[config.mk]
export PLATFORM = sky130hd
export DESIGN_NAME = glb_cmp_timer
export DESIGN_NICKNAME = d
export VERILOG_FILES = /design/src/rtl/gtm_pkg.sv /design/src/rtl/gtm_commit.sv /design/src/rtl/gtm_counter.sv /design/src/rtl/gtm_cmp.sv /design/src/rtl/glb_cmp_timer.sv
export SDC_FILE = /design/constraint.sdc
export NUM_CORES = 1
export LEC_CHECK = 0
export BUFFER_PORTS_ARGS = -buffer_cell sky130_fd_sc_hd__buf_2
export CORE_MARGIN = 2
export CORE_UTILIZATION = 58
export CTS_CLUSTER_SIZE = 25
export DETAILED_ROUTE_END_ITERATION = 7
export PLACE_DENSITY_LB_ADDON = 0.3
export SLEW_MARGIN = 20
export SYNTH_ARGS = -nofsm -noshare
export SYNTH_HDL_FRONTEND = slang
export SYNTH_SLANG_ARGS = --single-unit
[constraint.sdc]
create_clock -name clk -period 3.9 [get_ports clk]
set_clock_uncertainty 0.2 [all_clocks]
set_input_delay 0 -clock clk [delete_from_list [all_inputs] [get_ports clk]]
set_output_delay 0 -clock clk [all_outputs]
set_load 0.01 [all_outputs]
[src/rtl/gtm_pkg.sv]
package gtm_pkg;
   localparam int DW = 32;

   // Register offsets (byte addresses)
   localparam logic [11:0] OFS_CNT_LO  = 12'h100;
   localparam logic [11:0] OFS_CNT_HI  = 12'h104;
   localparam logic [11:0] OFS_CNT_WS  = 12'h110;
   localparam logic [11:0] OFS_CMP_LO  = 12'h200;
   localparam logic [11:0] OFS_CMP_HI  = 12'h204;
   localparam logic [11:0] OFS_INCR    = 12'h208;
   localparam logic [11:0] OFS_CTRL    = 12'h240;
   localparam logic [11:0] OFS_ISTAT   = 12'h244;
   localparam logic [11:0] OFS_IEN     = 12'h248;
   localparam logic [11:0] OFS_WS      = 12'h24C;

   // Control bit positions
   localparam int CTL_RUN  = 8;
   localparam int CTL_CEN  = 0;
   localparam int CTL_AUTO = 1;

   // Write-status bit position of the control register
   localparam int WS_CTRL  = 16;

   typedef enum logic [2:0] {
      TGT_NONE, TGT_CNT_LO, TGT_CNT_HI, TGT_CMP_LO, TGT_CMP_HI, TGT_INCR, TGT_CTRL
   } tgt_e;

   typedef struct packed {
      logic          vld;
      tgt_e          tgt;
      logic [DW-1:0] data;
   } wreq_t;
endpackage

[src/rtl/gtm_commit.sv]
module gtm_commit
   import gtm_pkg::*;
#(
   parameter int LAT = 4
) (
   input  logic  clk,
   input  logic  rst_n,
   input  wreq_t req,
   output wreq_t late
);
   wreq_t stg [LAT];

   generate
      for (genvar gi = 0; gi < LAT; gi++) begin : g_stage
         if (gi == 0) begin : g_head
            always_ff @(posedge clk or negedge rst_n) begin
               if (!rst_n) stg[gi] <= '0;
               else        stg[gi] <= req;
            end
         end else begin : g_body
            always_ff @(posedge clk or negedge rst_n) begin
               if (!rst_n) stg[gi] <= '0;
               else        stg[gi] <= stg[gi-1];
            end
         end
      end
   endgenerate

   assign late = stg[LAT-1];
endmodule

[src/rtl/gtm_counter.sv]
module gtm_counter #(
   parameter int HALF_W = 32
) (
   input  logic                clk,
   input  logic                rst_n,
   input  logic                run,
   input  logic                ld_lo,
   input  logic                ld_hi,
   input  logic [HALF_W-1:0]   ld_val,
   output logic [2*HALF_W-1:0] cnt
);
   localparam int FULL_W = 2 * HALF_W;

   logic [FULL_W-1:0] nxt;

   always_comb begin
      nxt = run ? cnt + FULL_W'(1) : cnt;
      if (ld_lo) nxt[HALF_W-1:0]      = ld_val;
      if (ld_hi) nxt[FULL_W-1:HALF_W] = ld_val;
   end

   always_ff @(posedge clk or negedge rst_n) begin
      if (!rst_n) cnt <= '0;
      else        cnt <= nxt;
   end


   cnt_step_chk: assert property (@(posedge clk) disable iff (!rst_n)
      (run && !ld_lo && !ld_hi) |=> cnt == $past(cnt) + FULL_W'(1));

   cnt_hold_chk: assert property (@(posedge clk) disable iff (!rst_n)
      (!run && !ld_lo && !ld_hi) |=> $stable(cnt));

   cnt_carry_chk: assert property (@(posedge clk) disable iff (!rst_n)
      (run && !ld_lo && !ld_hi && (&cnt[HALF_W-1:0]))
      |=> cnt[FULL_W-1:HALF_W] == $past(cnt[FULL_W-1:HALF_W]) + HALF_W'(1));

   cnt_nocarry_chk: assert property (@(posedge clk) disable iff (!rst_n)
      (!ld_hi && !(&cnt[HALF_W-1:0])) |=> $stable(cnt[FULL_W-1:HALF_W]));
endmodule

[src/rtl/gtm_cmp.sv]
module gtm_cmp #(
   parameter int HALF_W = 32
) (
   input  logic                clk,
   input  logic                rst_n,
   input  logic [2*HALF_W-1:0] cnt,
   input  logic                en,
   input  logic                auto,
   input  logic                ld_lo,
   input  logic                ld_hi,
   input  logic                ld_inc,
   input  logic [HALF_W-1:0]   ld_val,
   input  logic                clr,
   output logic [2*HALF_W-1:0] cmp,
   output logic [HALF_W-1:0]   inc,
   output logic                hit,
   output logic                pend
);
   localparam int FULL_W = 2 * HALF_W;

   logic [FULL_W-1:0] cmp_nxt;

   assign hit = en && (cnt == cmp);

   always_comb begin
      cmp_nxt = (hit && auto) ? cmp + FULL_W'(inc) : cmp;
      if (ld_lo) cmp_nxt[HALF_W-1:0]      = ld_val;
      if (ld_hi) cmp_nxt[FULL_W-1:HALF_W] = ld_val;
   end

   always_ff @(posedge clk or negedge rst_n) begin
      if (!rst_n) begin
         cmp  <= '0;
         inc  <= '0;
         pend <= 1'b0;
      end else begin
         cmp  <= cmp_nxt;
         if (ld_inc) inc <= ld_val;
         pend <= hit | (pend & ~clr);
      end
   end


   hit_sets_pend_chk: assert property (@(posedge clk) disable iff (!rst_n)
      hit |=> pend);

   auto_adv_chk: assert property (@(posedge clk) disable iff (!rst_n)
      (hit && auto && !ld_lo && !ld_hi) |=> cmp == $past(cmp) + FULL_W'($past(inc)));

   no_match_when_off_chk: assert property (@(posedge clk) disable iff (!rst_n)
      !en |=> !$rose(pend));

   cmp_hold_when_off_chk: assert property (@(posedge clk) disable iff (!rst_n)
      (!en && !ld_lo && !ld_hi) |=> $stable(cmp));
endmodule

[src/rtl/glb_cmp_timer.sv]
module glb_cmp_timer
   import gtm_pkg::*;
#(
   parameter int ADDR_W     = 12,
   parameter int COMMIT_LAT = 4
) (
   input  logic              clk,
   input  logic              rst_n,
   input  logic              bus_wr,
   input  logic [ADDR_W-1:0] bus_addr,
   input  logic [DW-1:0]     bus_wdata,
   output logic [DW-1:0]     bus_rdata,
   output logic              irq
);
   generate
      if (ADDR_W < 12) begin : g_bad_addr
         $error("ADDR_W must cover the 12-bit register map");
      end
      if (COMMIT_LAT < 1) begin : g_bad_lat
         $error("COMMIT_LAT must be at least 1");
      end
   endgenerate

   wreq_t req, late;
   tgt_e  wtgt;

   always_comb begin
      wtgt = TGT_NONE;
      unique case (bus_addr)
         ADDR_W'(OFS_CNT_LO): wtgt = TGT_CNT_LO;
         ADDR_W'(OFS_CNT_HI): wtgt = TGT_CNT_HI;
         ADDR_W'(OFS_CMP_LO): wtgt = TGT_CMP_LO;
         ADDR_W'(OFS_CMP_HI): wtgt = TGT_CMP_HI;
         ADDR_W'(OFS_INCR):   wtgt = TGT_INCR;
         ADDR_W'(OFS_CTRL):   wtgt = TGT_CTRL;
         default:             wtgt = TGT_NONE;
      endcase
      req.vld  = bus_wr && (wtgt != TGT_NONE);
      req.tgt  = wtgt;
      req.data = bus_wdata;
   end

   gtm_commit #(.LAT(COMMIT_LAT)) u_commit (
      .clk(clk), .rst_n(rst_n), .req(req), .late(late));

   logic cm_cnt_lo, cm_cnt_hi, cm_cmp_lo, cm_cmp_hi, cm_inc, cm_ctrl;
   assign cm_cnt_lo = late.vld && late.tgt == TGT_CNT_LO;
   assign cm_cnt_hi = late.vld && late.tgt == TGT_CNT_HI;
   assign cm_cmp_lo = late.vld && late.tgt == TGT_CMP_LO;
   assign cm_cmp_hi = late.vld && late.tgt == TGT_CMP_HI;
   assign cm_inc    = late.vld && late.tgt == TGT_INCR;
   assign cm_ctrl   = late.vld && late.tgt == TGT_CTRL;

   logic wr_cws, wr_ws, wr_istat, wr_ien;
   assign wr_cws   = bus_wr && bus_addr == ADDR_W'(OFS_CNT_WS);
   assign wr_ws    = bus_wr && bus_addr == ADDR_W'(OFS_WS);
   assign wr_istat = bus_wr && bus_addr == ADDR_W'(OFS_ISTAT);
   assign wr_ien   = bus_wr && bus_addr == ADDR_W'(OFS_IEN);

   logic       run_q, cen_q, auto_q, ien_q;
   logic [1:0] cws_q;
   logic [2:0] ws_q;
   logic       ws_ctrl_q;

   always_ff @(posedge clk or negedge rst_n) begin
      if (!rst_n) begin
         run_q     <= 1'b0;
         cen_q     <= 1'b0;
         auto_q    <= 1'b0;
         ien_q     <= 1'b0;
         cws_q     <= '0;
         ws_q      <= '0;
         ws_ctrl_q <= 1'b0;
      end else begin
         if (cm_ctrl) begin
            run_q  <= late.data[CTL_RUN];
            cen_q  <= late.data[CTL_CEN];
            auto_q <= late.data[CTL_AUTO];
         end
         if (wr_ien) ien_q <= bus_wdata[0];
         cws_q <= {cm_cnt_hi, cm_cnt_lo}
                | (cws_q & ~({2{wr_cws}} & bus_wdata[1:0]));
         ws_q  <= {cm_inc, cm_cmp_hi, cm_cmp_lo}
                | (ws_q & ~({3{wr_ws}} & bus_wdata[2:0]));
         ws_ctrl_q <= cm_ctrl | (ws_ctrl_q & ~(wr_ws & bus_wdata[WS_CTRL]));
      end
   end

   logic [2*DW-1:0] cnt, cmp;
   logic [DW-1:0]   inc;
   logic            hit, pend;

   gtm_counter #(.HALF_W(DW)) u_counter (
      .clk(clk), .rst_n(rst_n), .run(run_q),
      .ld_lo(cm_cnt_lo), .ld_hi(cm_cnt_hi), .ld_val(late.data), .cnt(cnt));

   gtm_cmp #(.HALF_W(DW)) u_cmp (
      .clk(clk), .rst_n(rst_n), .cnt(cnt), .en(cen_q), .auto(auto_q),
      .ld_lo(cm_cmp_lo), .ld_hi(cm_cmp_hi), .ld_inc(cm_inc), .ld_val(late.data),
      .clr(wr_istat & bus_wdata[0]), .cmp(cmp), .inc(inc), .hit(hit), .pend(pend));

   assign irq = pend & ien_q;

   always_comb begin
      bus_rdata = '0;
      unique case (bus_addr)
         ADDR_W'(OFS_CNT_LO): bus_rdata = cnt[DW-1:0];
         ADDR_W'(OFS_CNT_HI): bus_rdata = cnt[2*DW-1:DW];
         ADDR_W'(OFS_CNT_WS): bus_rdata = DW'(cws_q);
         ADDR_W'(OFS_CMP_LO): bus_rdata = cmp[DW-1:0];
         ADDR_W'(OFS_CMP_HI): bus_rdata = cmp[2*DW-1:DW];
         ADDR_W'(OFS_INCR):   bus_rdata = inc;
         ADDR_W'(OFS_CTRL):   begin
            bus_rdata[CTL_RUN]  = run_q;
            bus_rdata[CTL_CEN]  = cen_q;
            bus_rdata[CTL_AUTO] = auto_q;
         end
         ADDR_W'(OFS_ISTAT):  bus_rdata = DW'(pend);
         ADDR_W'(OFS_IEN):    bus_rdata = DW'(ien_q);
         ADDR_W'(OFS_WS):     begin
            bus_rdata[2:0]      = ws_q;
            bus_rdata[WS_CTRL]  = ws_ctrl_q;
         end
         default:             bus_rdata = '0;
      endcase
   end


   ctrl_ws_set_chk: assert property (@(posedge clk) disable iff (!rst_n)
      cm_ctrl |=> ws_ctrl_q);

   cmp_lo_commit_chk: assert property (@(posedge clk) disable iff (!rst_n)
      cm_cmp_lo |=> cmp[DW-1:0] == $past(late.data));

   istat_clear_chk: assert property (@(posedge clk) disable iff (!rst_n)
      (wr_istat && bus_wdata[0] && !hit) |=> !irq);

   ien_off_chk: assert property (@(posedge clk) disable iff (!rst_n)
      (wr_ien && !bus_wdata[0]) |=> !irq);
endmodule

Yosys cells after proc, flatten, opt, wreduce, memory -nomap -nowiden --
Cells that the tools add are included.
Storage, ports and cells: flip-flop bits (word level) 315, input bits 47, output and inout port bits 33, logic and storage cells 93
Operators by class: add/sub/neg operators 2, equal/unequal tests 17, multiplexer cells 14, bitwise operators 17, reduce and logical (&&, ||, !) cells 18
Operator list (count):
- 2-to-1 mux 32 bit | 4
- 2-to-1 mux 64 bit | 2
- == test 12 x 10 -> 1 bit (second input constant) | 7
- one-hot mux 15 bit (5 select lines) | 1
- adder 64 x 1 -> 64 bit (second input constant) | 1
- adder 64 x 32 -> 64 bit | 1
- == test 64 bit | 1
- == test 12 x 9 -> 1 bit (second input constant) | 3
- one-hot mux 7 bit (5 select lines) | 1
- one-hot mux 5 bit (5 select lines) | 1
- one-hot mux 2 bit (10 select lines) | 1
- one-hot mux 1 bit (6 select lines) | 3
- one-hot mux 3 bit (6 select lines) | 1
- logical AND 1 bit | 13
- == test 3 bit (second input constant) | 3
- nonzero test 2 bit | 4
- bitwise AND 3 bit | 2
- == test 3 x 2 -> 1 bit (second input constant) | 2
- bitwise AND 1 bit | 5
- bitwise AND 2 bit | 2
- == test 3 x 1 -> 1 bit (second input constant) | 1
- NOT 3 bit | 1
- bitwise OR 3 bit | 1
- nonzero test 3 bit | 1
- other kinds (4) | 6

Longest topological paths before layout --
word-level depth 6, gate-level depth with buffers 11, gate-level depth less buffers 10

Modules after synthesis --
A second synthesis with hierarchy kept.
Unflattened totals: cell total of the unflattened synthesis 1735, area, all modules 17121.4 um^2
Modules (own cells, without submodules):
- gtm_cmp | times used 1, cells an instance 828, area an instance 7148.1 um^2, seq. area each 2427.3 um^2
- gtm_counter | times used 1, cells an instance 468, area an instance 3998.8 um^2, seq. area each 1601.5 um^2
- gtm_commit | times used 1, cells an instance 180, area an instance 3873.7 um^2, seq. area each 3603.5 um^2
- glb_cmp_timer | times used 1, cells an instance 259, area an instance 2100.8 um^2, seq. area each 250.2 um^2

Worst setup path before layout --
No wires, ideal clock.
path kind register -> register, start reg u_cmp.cmp[0], end reg u_cmp.cmp[34], setup time 0.132 ns, arrival time 3.172 ns, data required time 3.568 ns, slack 0.396 ns, stages on the path, launching flop included 12, buffers on the path 1, clock period less this slack 3.504 ns, cell sequence dfrtp_1 > ha_1 > fa_1 > a21o_1 > a221oi_2 > o31ai_1 > a32o_1 > o311ai_4 > buf_2 > a211oi_1 > xnor2_1 > o21ai_1
On the way: cells in the longest elaborated chain, start to end 4, elaborated cells between the ends (all ways) 7, classes of those cells 1 x add/sub; 1 x eq/ne; 2 x mux; 3 x reduce/logical
RTL lines:
- start, declared | RTL line gtm_cmp.sv:14 | output logic [2*HALF_W-1:0] cmp,
- start signal, assigned | RTL line gtm_cmp.sv:37 | cmp <= cmp_nxt;
- parallel branches: the longest is 4 deep, another holds adder 64 x 32 -> 64 bit
Several ways; the timed one is not identified. The select of a mux whose other input is x is not followed. A chain may end at the register's enable or synchronous reset.

Worst setup path in the final report --
start reg u_cmp.cmp[0], end reg u_cmp.cmp[48]
The elaborated chain is that of the path after synthesis.

==> out/metrics.yaml <==
timing:
  hold_viol_final: 0
  fin_setup_tns_ns: 0
  rsz0062_at_grt: "false"
  setup_viol: 0
  min_period_ns: 3.60
  tightest_slew_ns: 1.15
  fmax_mhz: 277
  slew-limit-headroom_pct: 23.4
  slew_viol_final: 0
  fin_crit_sh_pct: 92.4
final_layout:
  drive_gt1_share_pct: 14.5
  fin_util_pct: 69.9
  stdcell_count: 2098
  nNetsFinal: 1813
  area_growth_pct: 18.6
  antenna_cells: 0
critical_path:
  start_kind: "flop"
  crit_fanout: 16
  r2r-start: "u_cmp.cmp[0]"
  cp.required_ns: 4.06
  cp.arrival_ns: 3.77
  cp-end-kind: "flop"
  critPathKind: "flop to flop"
  startpoint: "u_cmp.cmp[0]"
yosys:
  ys_seq_area_share_pct: 49.6
  synthMostInstantiatedCell: "dfrtp_1"
  syn_inst: 1575
  yosysTopAreaCellShare_pct: 49.6
  synth_area_um2: 15900
  synth_top_family_by_area: "simple AND/OR/NAND/NOR gates"
  synth.distinct_cells: 67
  synthMuxAreaShare_pct: 4.52
  synth.avg_cell_area_um2: 10.1
  synthSimpleGateAreaFrac_pct: 16.3
  async_flop_share_pct: 100
  synth-edff-count: 0
  synth-adder-area-share_pct: 2.73
  synth_common_cells: "315 x dfrtp_1, 253 x nand2_1, 102 x o21ai_0"
  ys_ff_latch: 315
  synth_warnings: 0
  synth.area.top_cells: "dfrtp_1 50%, nand2_1 6.0%, xor2_1 5.1%, o21ai_0 3.2%, xnor2_1 3.1%"
  synth_flop_cell: "dfrtp_1"
  yosys.area.top_type: "dfrtp_1"
  syn-num-nets: 1656
  synth_compound_area_share_pct: 15.7
  yosys.area_share.xor_xnor_pct: 8.22
floorplanning:
  die_w_um: 169
  core_um2: 27000
  row_count: 60
  fp.dieH_um: 169
  io-pin-count: 80
  start_util_pct: 58.9
  fp.dieArea_um2: 28700
clock_network:
  cts_buffers: 35
  root_buffer: "clkbuf_16"
  clock_latency_ns: 0.53
  tritoncts: "built"
  cts-hold-fix-buffers: 79
  postCtsSetupBuffers: 0
  cts_sinks: 315
  clk_pin_slew_ns: 0.06
  cts.repair.resized: 0
  cts_buffer_depth: 3
  h-tree-depth: 2
global_route:
  grt_pass1_wl_mm: 75.9
  grt_pass1_vias: 13085
  grt_remaining_overflow: 0
  grt_usage_pct: 34.9
  antenna_found_initial: 0
  grt_max_degree: 76
power_and_ir_drop:
  power_density_nw_per_um2: 380
  max-vdd-ir-drop_mv: 0.419
  power.leakage_uw: 0.00858
routing:
  drt_iter0_markers: 2348
  vias: 13523
  detail-route-antenna-nets: 0
  drc: 4
  viasPerCell: 6.45
  routed_wl_mm: 49.0
  wire_per_inst_um: 23.4
  first_pass_iters: 8
status:
  status: "complete, but fails checks"
  violations: "DRC"
placement:
  gp_congestion: 1.00
  dp_hpwl_mm: 33.9
  placed_cells: 1957
  port_buffers: 79
worst_hold_path:
  hold_path_startpoint: "bus_wdata[2]"
  hp-class: "input port to flop"
run:
  cap_violations: 0
power breakdown:
group	internal, µW	leakage [µW]	switching (µW)
clock network	2230	0.000613	1360
logic	78.2	0.00390	92.5
registers	3340	0.00407	57.7
layer usage:
metal	global-route usage, %	up-vias	wire, µm
met1	50.1	6596	19900
met4	12.6	0	2030
met2	52.3	839	21100
met5	0	-	0
met3	8.19	154	5930
li1	-	5934	-
sequential cells by signal (all words and copies together) (netlist names):
name,count
u_commit.late,36
cws_q,2
ws_ctrl_q,1
ien_q,1
u_cmp.cmp,64
u_counter.cnt,64
ws_q,3
run_q,1
u_cmp.pend,1
u_cmp.inc,32
auto_q,1
cen_q,1
u_commit.stg,108
area by class of cell:
| type | count | area [µm²] |
|---|---|---|
| clock buffer | 47 | 971 |
| timing repair buffer | 202 | 1580 |
| fill | 1989 | 8120 |
| tap | 341 | 427 |
| multi-input combinational | 1147 | 7580 |
| clock inverter | 15 | 277 |
| inverter | 31 | 116 |
| sequential | 315 | 7880 |
kinds of logic after synthesis:
logic type / count (synthesis)
and+or+nand+nor: 552
AOI/OAI and AO/OA: 345
muxes: 67
adders and majority gates: 34
DFF: 315
xor gates and xnor gates: 149
buffers and inverters: 113
cell usage in the layout, fill, tap and decap left out, types with 11 or more instances in the layout:
master / count
a2111oi_2: 15
a211oi_1: 12
a21o_1: 21
a21oi_1: 59
a222oi_1: 32
a22oi_1: 40
and2_1: 18
and3_1: 26
buf_2: 78
buf_4: 41
clkbuf_16: 35
dfrtp_1: 315
dlygate4sd3_1: 78
ha_1: 33
inv_1: 30
mux2_2: 38
mux2i_1: 29
nand2_1: 253
nand2b_1: 11
nand3_1: 51
nand4_1: 25
nor2_1: 82
nor2b_1: 19
nor3_1: 16
nor4_1: 16
o21ai_0: 102
xnor2_1: 57
xor2_1: 92
critical path, cell delays in order, from the launching register on:
cell	delay, ns
dfrtp_1	0.42
ha_1	0.25
fa_1	0.42
a21o_1	0.23
a221oi_2	0.30
buf_4	0.20
o31ai_1	0.16
a32o_1	0.30
o311ai_4	0.32
buf_12	0.24
a2111oi_2	0.10
xnor2_1	0.22
a21oi_1	0.09
stage by stage:
stage	hold WS (ns)	total power [µW]	setup WS (ns)	area, µm²
final	0.110	7150	0.296	18800
after global routing	0.149	7350	0.156	18800
after CTS	0.105	7170	0.371	18800
after detailed placement	-0.0907	3560	0.369	16800
after global placement	-0.0926	3550	0.445	16800
after floorplan	-0.496	3430	0.396	15900
worst paths after layout:
| path | to | slack (ns) | depth (start not counted) |
|---|---|---|---|
| max in group asynchronous | u_counter.cnt[30] | 2.35 | 4 |
| worst max-delay path | u_cmp.cmp[48] | 0.30 | 12 |
| min in group asynchronous | u_counter.cnt[19] | 0.36 | 3 |
| worst min register to register | u_commit.late[19] | 0.14 | 0 |
| worst min-delay path | ws_q[2] | 0.11 | 5 |
| worst max register to register | u_cmp.cmp[48] | 0.30 | 12 |
Power figures use the tool's default switching activity.
